`config.mk`:
```
export PLATFORM = sky130hd
export DESIGN_NAME = irda_sir_encoder
export DESIGN_NICKNAME = d
export VERILOG_FILES = /design/src/rtl/irp_pkg.sv /design/src/rtl/irp_bit_gate.sv /design/src/rtl/irp_width_timer.sv /design/src/rtl/irp_out_stage.sv /design/src/rtl/irda_sir_encoder.sv
export SDC_FILE = /design/constraint.sdc
export NUM_CORES = 1
export LEC_CHECK = 0
export ABC_CLOCK_PERIOD_IN_PS = 1000
export BUFFER_PORTS_ARGS = -buffer_cell sky130_fd_sc_hd__buf_4
export CORE_AREA = 2 2 39 41
export CTS_CLUSTER_DIAMETER = 100
export CTS_CLUSTER_SIZE = 30
export DETAILED_ROUTE_END_ITERATION = 10
export DIE_AREA = 0 0 41 43
export PLACE_DENSITY = 0.32
export SLEW_MARGIN = 30
export SYNTH_ARGS = -nofsm -noshare
export SYNTH_HDL_FRONTEND = slang
export SYNTH_SLANG_ARGS = --single-unit
```
`constraint.sdc`:
```
create_clock -name clk -period 1 [get_ports clk]
set_input_delay 0.05 -clock clk [delete_from_list [all_inputs] [get_ports clk]]
set_output_delay 0.05 -clock clk [all_outputs]
set_load 0.05 [all_outputs]
```
`src/rtl/irp_pkg.sv`:
```
package irp_pkg;
  // Output behaviour while the encoder is switched off
  typedef enum logic {
    DIS_QUIET  = 1'b0,
    DIS_FOLLOW = 1'b1
  } irp_dis_mode_e;

  function automatic int unsigned cnt_width(input int unsigned n);
    return (n < 2) ? 1 : $clog2(n + 1);
  endfunction
endpackage

```
`src/rtl/irp_bit_gate.sv`:
```
module irp_bit_gate (
  input  logic enc_en,
  input  logic bit_start,
  input  logic nrz_tx,
  output logic fire
);
  // A pulse is requested only for a logic-0 bit seen on the strobe
  always_comb fire = enc_en & bit_start & ~nrz_tx;
endmodule

```
`src/rtl/irp_width_timer.sv`:
```
module irp_width_timer #(
  parameter int unsigned PULSE_TICKS = 3
) (
  input  logic clk,
  input  logic rst,
  input  logic enc_en,
  input  logic fire,
  input  logic os_tick,
  output logic active_nxt,
  output logic active_q
);
  localparam int unsigned CW = irp_pkg::cnt_width(PULSE_TICKS);
  localparam logic [CW-1:0] LOAD = CW'(PULSE_TICKS);
  localparam logic [CW-1:0] ONE  = CW'(1);

  logic [CW-1:0] left_q, left_nxt;

  always_comb begin
    active_nxt = active_q;
    left_nxt   = left_q;
    if (!enc_en) begin
      active_nxt = 1'b0;
      left_nxt   = '0;
    end else if (fire) begin
      active_nxt = 1'b1;
      left_nxt   = LOAD;
    end else if (active_q && os_tick) begin
      if (left_q == ONE) begin
        active_nxt = 1'b0;
        left_nxt   = '0;
      end else begin
        left_nxt = left_q - ONE;
      end
    end
  end

  always_ff @(posedge clk) begin
    if (rst) begin
      active_q <= 1'b0;
      left_q   <= '0;
    end else begin
      active_q <= active_nxt;
      left_q   <= left_nxt;
    end
  end

  // Independent count of ticks seen since the last pulse start
  logic [CW:0] seen_q;
  always_ff @(posedge clk) begin
    if (rst || fire) seen_q <= '0;
    else if (active_q && os_tick && seen_q <= (CW+1)'(PULSE_TICKS)) seen_q <= seen_q + 1'b1;
  end


  width_bound_chk: assert property (@(posedge clk) disable iff (rst)
    active_q |-> (seen_q < (CW+1)'(PULSE_TICKS)));


  fall_cause_chk: assert property (@(posedge clk) disable iff (rst)
    $fell(active_q) |-> $past(os_tick || !enc_en));
endmodule

```
`src/rtl/irp_out_stage.sv`:
```
module irp_out_stage (
  input  logic                   clk,
  input  logic                   rst,
  input  logic                   enc_en,
  input  irp_pkg::irp_dis_mode_e dis_mode,
  input  logic                   nrz_tx,
  input  logic                   active_nxt,
  output logic                   ir_pulse
);
  logic out_nxt;

  always_comb begin
    if (enc_en)                             out_nxt = active_nxt;
    else if (dis_mode == irp_pkg::DIS_FOLLOW) out_nxt = ~nrz_tx;
    else                                    out_nxt = 1'b0;
  end

  always_ff @(posedge clk) begin
    if (rst) ir_pulse <= 1'b0;
    else     ir_pulse <= out_nxt;
  end


  follow_chk: assert property (@(posedge clk) disable iff (rst)
    (!enc_en && dis_mode == irp_pkg::DIS_FOLLOW) |=> (ir_pulse == !$past(nrz_tx)));


  quiet_chk: assert property (@(posedge clk) disable iff (rst)
    (!enc_en && dis_mode == irp_pkg::DIS_QUIET) |=> !ir_pulse);
endmodule

```
`src/rtl/irda_sir_encoder.sv`:
```
module irda_sir_encoder #(
  parameter int unsigned PULSE_TICKS = 3
) (
  input  logic clk,
  input  logic rst,
  input  logic enc_en,
  input  logic dis_follow,
  input  logic nrz_tx,
  input  logic os_tick,
  input  logic bit_start,
  output logic ir_pulse
);
  import irp_pkg::*;

  logic          fire, active_nxt, active_q;
  irp_dis_mode_e dis_mode;

  always_comb dis_mode = dis_follow ? DIS_FOLLOW : DIS_QUIET;

  irp_bit_gate u_gate (
    .enc_en    (enc_en),
    .bit_start (bit_start),
    .nrz_tx    (nrz_tx),
    .fire      (fire)
  );

  irp_width_timer #(.PULSE_TICKS(PULSE_TICKS)) u_timer (
    .clk        (clk),
    .rst        (rst),
    .enc_en     (enc_en),
    .fire       (fire),
    .os_tick    (os_tick),
    .active_nxt (active_nxt),
    .active_q   (active_q)
  );

  irp_out_stage u_out (
    .clk        (clk),
    .rst        (rst),
    .enc_en     (enc_en),
    .dis_mode   (dis_mode),
    .nrz_tx     (nrz_tx),
    .active_nxt (active_nxt),
    .ir_pulse   (ir_pulse)
  );


  zero_starts_chk: assert property (@(posedge clk) disable iff (rst)
    (bit_start && enc_en && !nrz_tx) |=> ir_pulse);


  one_dark_chk: assert property (@(posedge clk) disable iff (rst)
    (bit_start && enc_en && nrz_tx) |=> !ir_pulse);


  reset_low_chk: assert property (@(posedge clk)
    $past(rst) |-> !ir_pulse);


  enc_active_chk: assert property (@(posedge clk) disable iff (rst)
    (enc_en && $past(enc_en) && $rose(ir_pulse)) |-> $past(bit_start && !nrz_tx));
endmodule

```
==> results.md, run 1 <==
- Clk_lat worst skew: 230 ps
- Synthesized area: 186 um^2
- Antenna cells: 0
- Status: finished clean
- Synth top area share: 43.0%
- Total CTS buffers: 3
- Hpwl dp: 336 um
- Fmax achieved: 1.06 GHz
- Largest net degree at the start of global routing: 5
- Tcrit/Tclk final: 94.4%
- Fraction of layout cells with a size suffix above 1: approximately 47%
- Die area: 1760 um^2
- Routability cong.: roughly 0.63
- Avg Vias per Cell: around 3.8
- CP top delay family: flip-flops
- Slew Limit Headroom: 89.4%
- Final hold vios: 0
- Root buffer cell: clkbuf_4
- Cell Chain, Critical Path: inv_1 > ha_2 > nand2_2 > a31oi_1 > a21oi_1
- DRT Wirelength: 382 um
- Post-synth top cells: a21oi_1 (4), dfxtp_1 (4), nand2_1 (3)
- Mux cell area share after synthesis: 10.7%
- Worst path max stage delay: about 310 ps
- Fraction of the mapped netlist area in adder cells: 6.71%
- Yosys reg bits: 4
- CTS H-tree depth: 1
- Fin Setup TNS: 0 ps
- Postcts setup bufs: 0
- Main combinational cell family by area after synthesis: simple AND/OR/NAND/NOR gates
- Register area share after synthesis: 43.0%
- Final instance area: 299 um^2
- Crit end category: flip-flop
- Crit path max fanout: 2
- Number of flops mapped to enable cells by yosys: 0
- Post-synthesis simple-gate area fraction: 23.5%
- GR Overflow Total: 0
- Core ar.: 1380 um^2
- Startpoint Class: flip-flop
- DR vias: ~180
- CP max stage cell: dfxtp_2
- Post-route DRC: 0
- Die width: just over 40 um
- Mapped Cells: 21
- Final std cells w/o fill: 48
- Worst Hold Slack: 144 ps
- CP Data Required Time: 1110 ps
- Setup CP Type: reg2reg
- Number of clock sinks: 4
- Peak supply drop: 0.000737 V
- Post-DRT Antenna Nets: 0
- Arr. time, crit path: ~1100 ps
- Clock buffer depth: 2
- Vias in the first global route: ~220
- Synth-to-Final Area Change: 60.4%
- Xor/xnor cell area share of the yosys netlist: 0%
- Least-Margin Pin Slew: about 160 ps
- Syn_area_per_cell: 8.88 um^2
- Total track usage: under 10%
- Top FF cell, synth: dfxtp_1
- Largest area contributor in the netlist: dfxtp_1
- Compound-Gate Fraction of Synth Area: 14.1%
- Nets: between 40 and 50
- Mapped Nets: 29
- Global-route wire length before repair: between 700 and 800 um
- Die Ht: ~43 um
- Post-synthesis cell type count: 11
- # IOs: 8
- Asr flop ratio synth: 0%
- RSZ-0062 raised after global routing: false
- Detailed Routing Iterations Pass 1: 1
- Placed Area: 259 um^2
- Post-layout min period: 944 ps
- Fin util: a little over a fifth
- Area contributors post-synth: dfxtp_1 (43%), a21oi_1 (11%), mux2i_1 (11%)
- Clock transition at path regs: 40 ps
- Row count: 14
- Final-report setup violation count: 0
- CTS tree: yes
- Final slew viol count: 0
- Placed Cells: 44
- Initial Util: 13.5%
- Initial antenna violation count: 0
- WL/cell: 7.96 um
- Pwr/cell area: 1410 nW/um^2
- Worst Path Buf+Inv: 1
- DRT iter0 DRCs: 0
- Clk_skew: 1.99 ps
- Hold WC Path Type: in2reg
- Input/output buffers: 7
- Static Leak: 0.129 nW
- Yosys warnings: 0
- Maxcap violations: 0
## worst register-to-register path, cell delays in order (launching register included)
cell and delay, ps:
dfxtp_2 310, inv_1 50, ha_2 180, nand2_2 50, a31oi_1 160, a21oi_1 80
## stage by stage
stage	worst slack, ps	power (mW)
CTS	27.1	0.432
detailed placement	39.2	0.228
global route	10.6	0.455
finish	56.3	0.423
floorplan	111	0.199
global placement	24.9	0.227
## path summary, 6_finish.rpt
path                           from                 to  slack, ps  cells past startpoint
hold / removal               enc_en  u_timer.left_q[0]        140                      3
setup reg to reg  u_timer.left_q[1]     u_out.ir_pulse         60                      5
hold reg to reg    u_timer.active_q   u_timer.active_q        520                      2
setup / recovery  u_timer.left_q[1]     u_out.ir_pulse         60                      5
## flip-flops by register name (all words and copies together), names as in the netlist
register	flops
u_timer.active_q	1
u_timer.left_q	2
u_out.ir_pulse	1
## final cells by class
cell class	instances	area (um^2)
Tap cell	16	20.0
Sequential cell	4	82.6
Timing Repair Buffer	8	62.6
Multi-Input combinational cell	16	108
Clock buffer	3	22.5
Inverter	1	3.75
Fill cell	165	1080
## per-layer routing
layer | global-route usage [%] | part of all wire (%)
met5 | 0 | 0
met1 | 6.75 | 38
met3 | 5.76 | 13
met4 | 4.00 | 3.1
met2 | 8.75 | 45
## cell families after synthesis
family	after synthesis
buf+inv	1
mux	2
fa+ha+maj	1
compound gates	5
flops	4
simple gates	8
## what timing repair did
item,4_1_cts,5_1_grt
hold endpoints to repair,1,0
endpoints found under the setup margin,0,4
hold buffers,1,0
gates resized for setup,0,4
## placed cells by master, fill, tap and decap left out, types with 2 or more instances in the layout
cell	count
buf_4	7
a21oi_1	4
clkbuf_4	3
nand2_1	2
nor2_1	2
mux2i_1	2
dfxtp_1	2
dfxtp_2	2
## power breakdown
part	switching [mW]	internal, mW
Combinational	0.0264	0.0322
Clock	0.0598	0.134
Sequential	0.00335	0.167
No activity file was read; power rests on OpenSTA's default activity.
==> run 2, diff against run 1 <==
--- a/config.mk
+++ b/config.mk
@@ -6,13 +6,12 @@
 export NUM_CORES = 1
 export LEC_CHECK = 0
 export ABC_CLOCK_PERIOD_IN_PS = 1000
-export BUFFER_PORTS_ARGS = -buffer_cell sky130_fd_sc_hd__buf_4
 export CORE_AREA = 2 2 39 41
 export CTS_CLUSTER_DIAMETER = 100
 export CTS_CLUSTER_SIZE = 30
 export DETAILED_ROUTE_END_ITERATION = 10
 export DIE_AREA = 0 0 41 43
-export PLACE_DENSITY = 0.32
+export DONT_BUFFER_PORTS = 1
 export SLEW_MARGIN = 30
 export SYNTH_ARGS = -nofsm -noshare
 export SYNTH_HDL_FRONTEND = slang
==> constraint.sdc (replaced) <==
create_clock -name clk -period 1 [get_ports clk]
set_input_delay 0.1 -clock clk [delete_from_list [all_inputs] [get_ports clk]]
set_output_delay 0.1 -clock clk [all_outputs]
set_load 0.05 [all_outputs]
==> results.md, run 2 (synthesis gave the netlist of run 1 again) <==
- Fraction of layout cells with a size suffix above 1: 26.9% (-20 points)
- Hold WC Path Type: in2reg
- Routability cong.: 0.562 (-11%)
- Tcrit/Tclk final: 96.5% (+2.1 points)
- Setup CP Type: reg2reg
- GR Overflow Total: 0 (unchanged)
- Maxcap violations: 0 (unchanged)
- Largest net degree at the start of global routing: 5 (unchanged)
- Die width: 41 um (unchanged)
- Crit path max fanout: 2 (unchanged)
- Clk_skew: 3.82 ps (+1.83 ps)
- Largest Register: u_timer.left_q
- Least-Margin Pin Slew: 155 ps (-3.48 ps)
- Pwr/cell area: 1630 nW/um^2 (+15%)
- Global-route wire length before repair: 593 um (-21%)
- Nets: 36 (-14%)
- Final-report setup violation count: 0 (unchanged)
- Clock buffer depth: 2 (unchanged)
- Fin util: 18.0% (-3.6 points)
- DRT iter0 DRCs: 3 (+3)
- Post-layout min period: 965 ps (+21.2 ps)
- Vias in the first global route: 180 (-17%)
- Fin Setup TNS: 0 ps (unchanged)
- Postcts setup bufs: 0 (unchanged)
- Final hold vios: 0 (unchanged)
- CTS tree: yes
- Final slew viol count: 0 (unchanged)
- Arr. time, crit path: 1080 ps (+20 ps)
- Total CTS buffers: 3 (unchanged)
- Root buffer cell: clkbuf_4
- Slew Limit Headroom: 89.4% (about the same)
- Peak supply drop: 0.000408 V (-45%)
- Fmax achieved: 1.04 GHz (-2.2%)
- Post-route DRC: 0 (unchanged)
- RSZ-0062 raised after global routing: true
- CTS H-tree depth: 1 (unchanged)
- Placed Area: 214 um^2 (-17%)
- Footprint of the multi-input gates: 103 um^2 (-4.7%)
- Initial antenna violation count: 0 (unchanged)
- Die area: 1760 um^2 (unchanged)
- WL/cell: 9.07 um (+14%)
- Total track usage: 5.81% (-0.82 points)
- Antenna cells: 0 (unchanged)
- Static Leak: 0.101 nW (-22%)
- Die Ht: 43 um (unchanged)
- Initial Util: 13.5% (unchanged)
- Hpwl dp: 313 um (-6.9%)
- Max FFs per register: 2 (unchanged)
- Commonest non-fill, non-tap cell in the layout: a21oi_1
- Worst Hold Slack: 64.2 ps (-79.8 ps)
- Crit end category: flip-flop
- Detailed Routing Iterations Pass 1: 2 (+1)
- CP max stage cell: dfxtp_2
- Clk_lat worst skew: 230 ps (about the same)
- Row count: 14 (unchanged)
- Top flop regs: u_timer.left_q: 2 flops, u_out.ir_pulse: 1 flops, u_timer.active_q: 1 flops
- CP Data Required Time: 1120 ps (about the same)
- Clock transition at path regs: 40 ps (about the same)
- Synth-to-Final Area Change: 33.6%
- Avg Vias per Cell: 3.79 (-0.16%)
- Core ar.: 1380 um^2 (unchanged)
- Cell Chain, Critical Path: inv_1 > ha_1 > nand2_1 > a31oi_1 > a21oi_1
- Most frequent cells in the layout: a21oi_1 (4), nand2_1 (3), clkbuf_4 (3)
- Post-DRT Antenna Nets: 0 (unchanged)
- Final instance area: 249 um^2 (-17%)
- Status: finished clean
- DR vias: 159 (-13%)
- Input/output buffers: 0 (-7)
- Number of clock sinks: 4 (unchanged)
- DRT Wirelength: 381 um (-0.26%)
- Fill count: 163 (-1.2%)
- Startpoint Class: flip-flop
- # IOs: 8 (unchanged)
- Seq. cell area: 82.6 um^2 (unchanged)
- Worst path max stage delay: 310 ps (about the same)
==> run 2: cell types whose count changed in the layout (fill, tap and decap cells not counted), sizes merged <==
cell / delta
buf: -6
==> run 2: path summary, 6_finish.rpt <==
kind,start,end,slack (ps),cells after the start
min reg2reg,u_timer.active_q,u_timer.active_q,530,2
max,u_timer.left_q[1],u_out.ir_pulse,40,5
max reg2reg,u_timer.left_q[1],u_out.ir_pulse,40,5
min,enc_en,u_timer.left_q[1],60,2
==> run 2: repair_timing <==
action,4_1_cts,5_1_grt
hold buffers,1,0
setup endpoints to repair,0,3
hold endpoints to repair,1,0
gates resized for setup,0,2
==> run 2: stage by stage <==
step                total power [mW]  instances  setup slack [ps]
global placement               0.205         38              39.7
detailed placement             0.207         38              29.7
finish                         0.406         42              35.0
global route                   0.431         42             -3.61
floorplan                      0.199         21               111
CTS                            0.415         42              25.4
==> run 2: report_power, final <==
part	leakage [nW]	switching [mW]	internal, mW
Sequential	0.0336	0.00319	0.167
Clock	0.0138	0.0642	0.134
Combinational	0.0535	0.0204	0.0171
Total	0.101	0.0878	0.318
==> run 2: metal layers <==
metal | vias up | part of all wire [%] | GRT usage, % | wire, um
met5 | - | 0 | 0 | 0
met2 | 4 | 50 | 7.19 | 190
met3 | 0 | 8.4 | 4.71 | 32
met1 | 73 | 41 | 4.46 | 157
li1 | 82 | - | - | -
met4 | 0 | 0 | 8.00 | 0
==> run 2: final cells by class <==
type / count / share of cell area (%)
Multi-Input combinational cell: 16 / 41.2
Tap cell: 16 / 8.04
Clock buffer: 3 / 9.05
Timing Repair Buffer: 2 / 7.04
Sequential cell: 4 / 33.2
Inverter: 1 / 1.51
==> run 2: critical path, delay by kind of cell, from the launching register on <==
kind,cells,cell delay (ps)
adder cells (fa/ha/maj),1,150
AO/OA/AOI/OAI,2,280
buffers and inverters,1,50
flip-flops,1,310
AND/OR/NAND/NOR,1,70
